**config.mk**
```make
export PLATFORM = sky130hd
export DESIGN_NAME = par_port_ctrl
export DESIGN_NICKNAME = d
export VERILOG_FILES = /design/src/rtl/ppc_pkg.sv /design/src/rtl/ppc_ctrl_reg.sv /design/src/rtl/ppc_out_latch.sv /design/src/rtl/ppc_read_mux.sv /design/src/rtl/par_port_ctrl.sv
export SDC_FILE = /design/constraint.sdc
export NUM_CORES = 1
export LEC_CHECK = 0
export BUFFER_PORTS_ARGS = -buffer_cell sky130_fd_sc_hd__buf_2
export CAP_MARGIN = 10
export CELL_PAD_IN_SITES_DETAIL_PLACEMENT = 1
export CELL_PAD_IN_SITES_GLOBAL_PLACEMENT = 1
export CORE_MARGIN = 10
export CORE_UTILIZATION = 35
export DETAILED_ROUTE_END_ITERATION = 8
export GPL_ROUTABILITY_DRIVEN = 0
export GPL_TIMING_DRIVEN = 1
export PLACE_DENSITY_LB_ADDON = 0.1
export SLEW_MARGIN = 0
export SYNTH_ARGS = -nofsm -noshare
export SYNTH_HDL_FRONTEND = slang
export SYNTH_SLANG_ARGS = --single-unit
```
**constraint.sdc**
```tcl
create_clock -name clk -period 2.6 [get_ports clk]
set_input_delay 0.13 -clock clk [delete_from_list [all_inputs] [get_ports clk]]
set_output_delay 0.13 -clock clk [all_outputs]
set_load 0.005 [all_outputs]
```
**src/rtl/ppc_pkg.sv**
```systemverilog
// Shared constants for the parallel port controller.
// Assumes an 8-bit data path; the field positions are part of the software contract.
package ppc_pkg;
    localparam int DW = 8;
    localparam logic [DW-1:0] CFG_RESET = 8'h9B;
    // configuration word bit positions
    localparam int CFG_CLO  = 0;
    localparam int CFG_B    = 1;
    localparam int CFG_CHI  = 3;
    localparam int CFG_A    = 4;
    localparam int CFG_KIND = 7;
    typedef enum logic [1:0] {
        IDX_A    = 2'd0,
        IDX_B    = 2'd1,
        IDX_C    = 2'd2,
        IDX_CTRL = 2'd3
    } reg_idx_e;
endpackage

```
**src/rtl/ppc_ctrl_reg.sv**
```systemverilog
// Configuration register and command decode.
// Assumes wr_ctrl is a one-cycle qualified write to the control index.
// Bit 7 of the data picks a mode-set word or a Port C bit command.
module ppc_ctrl_reg
    import ppc_pkg::*;
#(
    parameter int W = DW,
    localparam int IW = $clog2(W)
) (
    input  logic          clk,
    input  logic          rst_n,
    input  logic          wr_ctrl,
    input  logic [W-1:0]  wdata,
    output logic [W-1:0]  cfg,
    output logic          mode_wr,
    output logic          bit_wr,
    output logic [IW-1:0] bit_idx,
    output logic          bit_val
);
    // split a control write into its two command kinds
    always_comb begin
        mode_wr = wr_ctrl &&  wdata[CFG_KIND];
        bit_wr  = wr_ctrl && !wdata[CFG_KIND];
        bit_idx = wdata[IW:1];
        bit_val = wdata[0];
    end

    // hold the last mode-set word
    always_ff @(posedge clk) begin
        if (!rst_n)       cfg <= CFG_RESET;
        else if (mode_wr) cfg <= wdata;
    end
endmodule

```
**src/rtl/ppc_out_latch.sv**
```systemverilog
// One output latch with whole-byte load, single-bit update and clear.
// Assumes clear has priority over a byte load, and a byte load over a bit update.
module ppc_out_latch #(
    parameter int W = 8,
    localparam int IW = $clog2(W)
) (
    input  logic          clk,
    input  logic          rst_n,
    input  logic          clr,
    input  logic          wr,
    input  logic [W-1:0]  wdata,
    input  logic          bit_wr,
    input  logic [IW-1:0] bit_idx,
    input  logic          bit_val,
    output logic [W-1:0]  q
);
    // update the latched output byte
    always_ff @(posedge clk) begin
        if (!rst_n)      q <= '0;
        else if (clr)    q <= '0;
        else if (wr)     q <= wdata;
        else if (bit_wr) q[bit_idx] <= bit_val;
    end
endmodule

```
**src/rtl/ppc_read_mux.sv**
```systemverilog
// Read-back selection: live pins for input ports, the latch for output ports.
// Port C is resolved per nibble. The output is zero when no read is active.
module ppc_read_mux
    import ppc_pkg::*;
#(
    parameter int W = DW,
    localparam int H = W / 2
) (
    input  logic         rd_act,
    input  logic [1:0]   addr,
    input  logic [W-1:0] cfg,
    input  logic [W-1:0] a_q,
    input  logic [W-1:0] b_q,
    input  logic [W-1:0] c_q,
    input  logic [W-1:0] a_pin,
    input  logic [W-1:0] b_pin,
    input  logic [W-1:0] c_pin,
    output logic [W-1:0] rdata
);
    logic [W-1:0] c_view;
    logic [1:0]   c_dir;
    assign c_dir = {cfg[CFG_CHI], cfg[CFG_CLO]};

    for (genvar n = 0; n < 2; n++) begin : g_nib
        // each nibble picks its own source
        assign c_view[n*H +: H] = c_dir[n] ? c_pin[n*H +: H] : c_q[n*H +: H];
    end

    // steer the addressed register onto the read bus
    always_comb begin
        rdata = '0;
        if (rd_act) begin
            unique case (reg_idx_e'(addr))
                IDX_A:    rdata = cfg[CFG_A] ? a_pin : a_q;
                IDX_B:    rdata = cfg[CFG_B] ? b_pin : b_q;
                IDX_C:    rdata = c_view;
                IDX_CTRL: rdata = cfg;
            endcase
        end
    end
endmodule

```
**src/rtl/par_port_ctrl.sv**
```systemverilog
// Top level: three byte ports and a control register behind a strobed register bus.
// Assumes a synchronous bus and single-cycle write strobes. Only simple I/O mode exists.
module par_port_ctrl
    import ppc_pkg::*;
(
    input  logic       clk,
    input  logic       rst_n,
    input  logic       sel,
    input  logic       rd_en,
    input  logic       wr_en,
    input  logic [1:0] addr,
    input  logic [7:0] wdata,
    output logic [7:0] rdata,
    input  logic [7:0] pa_in,
    output logic [7:0] pa_out,
    output logic [7:0] pa_oe,
    input  logic [7:0] pb_in,
    output logic [7:0] pb_out,
    output logic [7:0] pb_oe,
    input  logic [7:0] pc_in,
    output logic [7:0] pc_out,
    output logic [7:0] pc_oe
);
    localparam int IW = $clog2(DW);
    localparam int H  = DW / 2;

    logic          wr_act, rd_act;
    logic [DW-1:0] cfg;
    logic          mode_wr, bit_wr, bit_val;
    logic [IW-1:0] bit_idx;

    // qualify the bus strobes with the select
    assign wr_act = sel && wr_en;
    assign rd_act = sel && rd_en;

    ppc_ctrl_reg #(.W(DW)) u_ctrl (
        .clk(clk), .rst_n(rst_n),
        .wr_ctrl(wr_act && reg_idx_e'(addr) == IDX_CTRL),
        .wdata(wdata), .cfg(cfg), .mode_wr(mode_wr),
        .bit_wr(bit_wr), .bit_idx(bit_idx), .bit_val(bit_val)
    );

    ppc_out_latch #(.W(DW)) u_a (
        .clk(clk), .rst_n(rst_n), .clr(mode_wr),
        .wr(wr_act && reg_idx_e'(addr) == IDX_A), .wdata(wdata),
        .bit_wr(1'b0), .bit_idx('0), .bit_val(1'b0), .q(pa_out)
    );

    ppc_out_latch #(.W(DW)) u_b (
        .clk(clk), .rst_n(rst_n), .clr(mode_wr),
        .wr(wr_act && reg_idx_e'(addr) == IDX_B), .wdata(wdata),
        .bit_wr(1'b0), .bit_idx('0), .bit_val(1'b0), .q(pb_out)
    );

    ppc_out_latch #(.W(DW)) u_c (
        .clk(clk), .rst_n(rst_n), .clr(mode_wr),
        .wr(wr_act && reg_idx_e'(addr) == IDX_C), .wdata(wdata),
        .bit_wr(bit_wr), .bit_idx(bit_idx), .bit_val(bit_val), .q(pc_out)
    );

    // drive enables from the inverted direction bits
    always_comb begin
        pa_oe = {DW{~cfg[CFG_A]}};
        pb_oe = {DW{~cfg[CFG_B]}};
        pc_oe = {{H{~cfg[CFG_CHI]}}, {H{~cfg[CFG_CLO]}}};
    end

    ppc_read_mux #(.W(DW)) u_rd (
        .rd_act(rd_act), .addr(addr), .cfg(cfg),
        .a_q(pa_out), .b_q(pb_out), .c_q(pc_out),
        .a_pin(pa_in), .b_pin(pb_in), .c_pin(pc_in),
        .rdata(rdata)
    );
endmodule

```
==> results.json <==
{
  "critPathLaunchType": "flip-flop",
  "io_pins": 95,
  "drc": 0,
  "synthesis.nets": 300,
  "seqPwrFrac_pct": 46.1,
  "core_area_mm2": 0.005608,
  "die_h_um": 96.66,
  "cp_max_fo": 11,
  "hold_ws_ns": 0.1277,
  "p_leak_nw": 1.296,
  "fmax_mhz": 518.7,
  "drive_gt1_share_pct": 34.47,
  "cts_sinks": 32,
  "slowest_stage": "dfxtp_1",
  "drt-initial-drc-count": 82,
  "final_nets": 361,
  "slew_headroom_pct": 59.81,
  "ys_seq_area_share_pct": 31.14,
  "cts_tree": "yes",
  "insertion_delay_ns": 0.28,
  "clkPwrFrac_pct": 37.6,
  "p_switching_mw": 0.3009,
  "drv_slew": 0,
  "place_hpwl_mm": 5.895,
  "critical_path_class": "flip-flop to output pin",
  "utilization_pct": 43.42,
  "dr.pass1.iters": 4,
  "critical_path_arrival_ns": 1.80,
  "first_global_vias": 2060,
  "powerDensity_mw_per_mm2": 456.7,
  "crit_chain": "inv_1 -> o311ai_0 -> a21oi_1 -> buf_2",
  "min_period_ns": 1.928,
  "swShare_pct": 27.06,
  "synth_cell_types": 41,
  "grt_use_total_pct": 15.36,
  "rows": 27,
  "placed_area_mm2": 0.002338,
  "synthTopCellsByArea": "dfxtp_1 (31%), mux2i_1 (13%), nand2_1 (9.3%)",
  "async_flop_share_pct": 0,
  "viasPerCell": 5.188,
  "m1WireLength_mm": 3.458,
  "max-vdd-ir-drop_mv": 0.2623,
  "io_buffers": 94,
  "post_cts_resized": 0,
  "stdcell_area_mm2": 0.002435,
  "grt_pass1_wl_mm": 11.79,
  "min_path_type": "input port to flip-flop",
  "post_cts_buffers": 0,
  "wl_met3_um": 459,
  "nFillCells": 752,
  "yosys.area.top_type": "dfxtp_1",
  "antenna_left": 0,
  "start_util_pct": 36.68,
  "wl_per_cell_um": 18.97,
  "clock_skew_ns": 0,
  "synth-edff-count": 0,
  "netlist_instances": 261,
  "antenna_found_initial": 0,
  "die_w_um": 96.66,
  "top_layer_used": "met4",
  "htreeDepth": 2,
  "cp-end-kind": "output pin",
  "clockBufferDepth": 2,
  "fp.dieArea_mm2": 0.009343,
  "ys.flop_type": "dfxtp_1",
  "hold_buffers": 0,
  "insertedDiodeCount": 0,
  "dr_wl_met2_mm": 3.488,
  "syn_to_final_growth_pct": 18.37,
  "clk_pin_slew_worst_paths_ns": 0.07,
  "critical-path-max-stage-delay_ns": 0.61,
  "timing_worst_slew_pin_value_ns": 0.6020,
  "synthesis.area_mm2": 0.002057,
  "combinationalPowerShare_pct": 16.3,
  "grt_max_degree": 27,
  "internal-power_mw": 0.8110,
  "total_power_mw": 1.112,
  "grt_setup_unrepaired": "false",
  "status": "finished, final reports clean",
  "cts-root-buf": "clkbuf_8",
  "cts_made_buffers": 5,
  "avgSynthCellArea_um2": 7.881,
  "hold_viol": 0,
  "required_ns": 2.47,
  "vias": 2044,
  "tns_ns": 0,
  "drt-total-wl_mm": 7.474,
  "ys.warnings.count": 0,
  "ys_seq_elements": 32,
  "drv_cap": 0,
  "gr-total-overflow": 0,
  "setup_viol": 0,
  "yosysTopAreaCellShare_pct": 31.14,
  "min_period_over_period_pct": 74.15
}
## cell usage after synthesis, types with 3 or more instances
library cell,instances
nand4b_1,3
inv_1,6
o21ai_0,9
buf_6,4
mux2i_1,27
nor2_1,11
dfxtp_1,32
nand2_1,51
clkbuf_1,4
nor2b_1,4
o211ai_1,4
nand2b_1,4
o22ai_1,6
buf_2,7
a21oi_1,27
a211oi_1,5
buf_4,24
## kinds of logic after synthesis
kind of cell / share of synthesized area [%]
xor+xnor: 0.4259
simple gates: 22.81
buf+inv: 14.66
flops: 31.14
compound gates: 17.09
mux: 13.87
## through the flow
stage          std cells  setup WS (ns)
4_1_cts              394         0.6424
3_3_place_gp         387         0.7596
2_1_floorplan        261          1.363
5_1_grt              394         0.5295
6_report             394         0.6721
3_5_place_dp         387         0.7157
## power groups by stage
| stage | combinational, mW | sequential, mW | clock (mW) |
|---|---|---|---|
| final | 0.181 | 0.513 | 0.418 |
| after floorplan | 0.115 | 0.519 | 0 |
| after detailed placement | 0.183 | 0.524 | 0 |
| after CTS | 0.184 | 0.513 | 0.429 |
| after global placement | 0.181 | 0.524 | 0 |
| after global routing | 0.202 | 0.514 | 0.452 |
## worst max-delay path: cells and delay by family, from the launching register on
| family | cells | cell delay (ns) |
|---|---|---|
| compound gates | 2 | 0.52 |
| buf+inv | 2 | 0.39 |
| flops | 1 | 0.61 |
## layout make-up
class / instances / area (um2) / share of cell area, %
tap: 72 / 90.09 / 3.700
sequential: 32 / 640.6 / 26.31
multi-input combinational: 183 / 1115 / 45.79
inverter: 6 / 22.52 / 0.9250
timing repair buffer: 94 / 470.5 / 19.32
clock buffer: 7 / 96.34 / 3.957
## layer usage
metal,GRT usage [%],vias to the layer above
li1,-,1001
met1,19.19,972
met5,0,-
met2,25.05,65
met4,3.495,0
met3,4.755,6
## sequential cells by signal (all words and copies together) (netlist names)
name        cells
u_ctrl.cfg      8
u_c.q           8
u_a.q           8
u_b.q           8
## final timing paths
path,start,end,slack [ns],cells past startpoint
max,u_ctrl.cfg[1],rdata[1],0.67,4
min,rst_n,u_ctrl.cfg[4],0.13,2
max reg2reg,u_ctrl.cfg[4],u_ctrl.cfg[4],1.37,2
min reg2reg,u_ctrl.cfg[2],u_ctrl.cfg[2],0.46,2
## layout by cell type, fill, tap and decap left out, drive strengths merged, types with 2 or more instances in the layout
master  count
clkbuf      7
dfxtp      32
nor2b       4
and4        2
a21boi      3
o311ai      2
a211oi      5
a211o       2
nand4       2
buf        94
nor3b       2
o21ai       9
nand2      52
o211ai      4
nand2b      4
a21oi      28
nand4b      4
nor3        3
inv         6
nand3       2
mux2i      27
or2         2
o22ai       6
nor2       13
No activity file was read; power rests on OpenSTA's default activity.
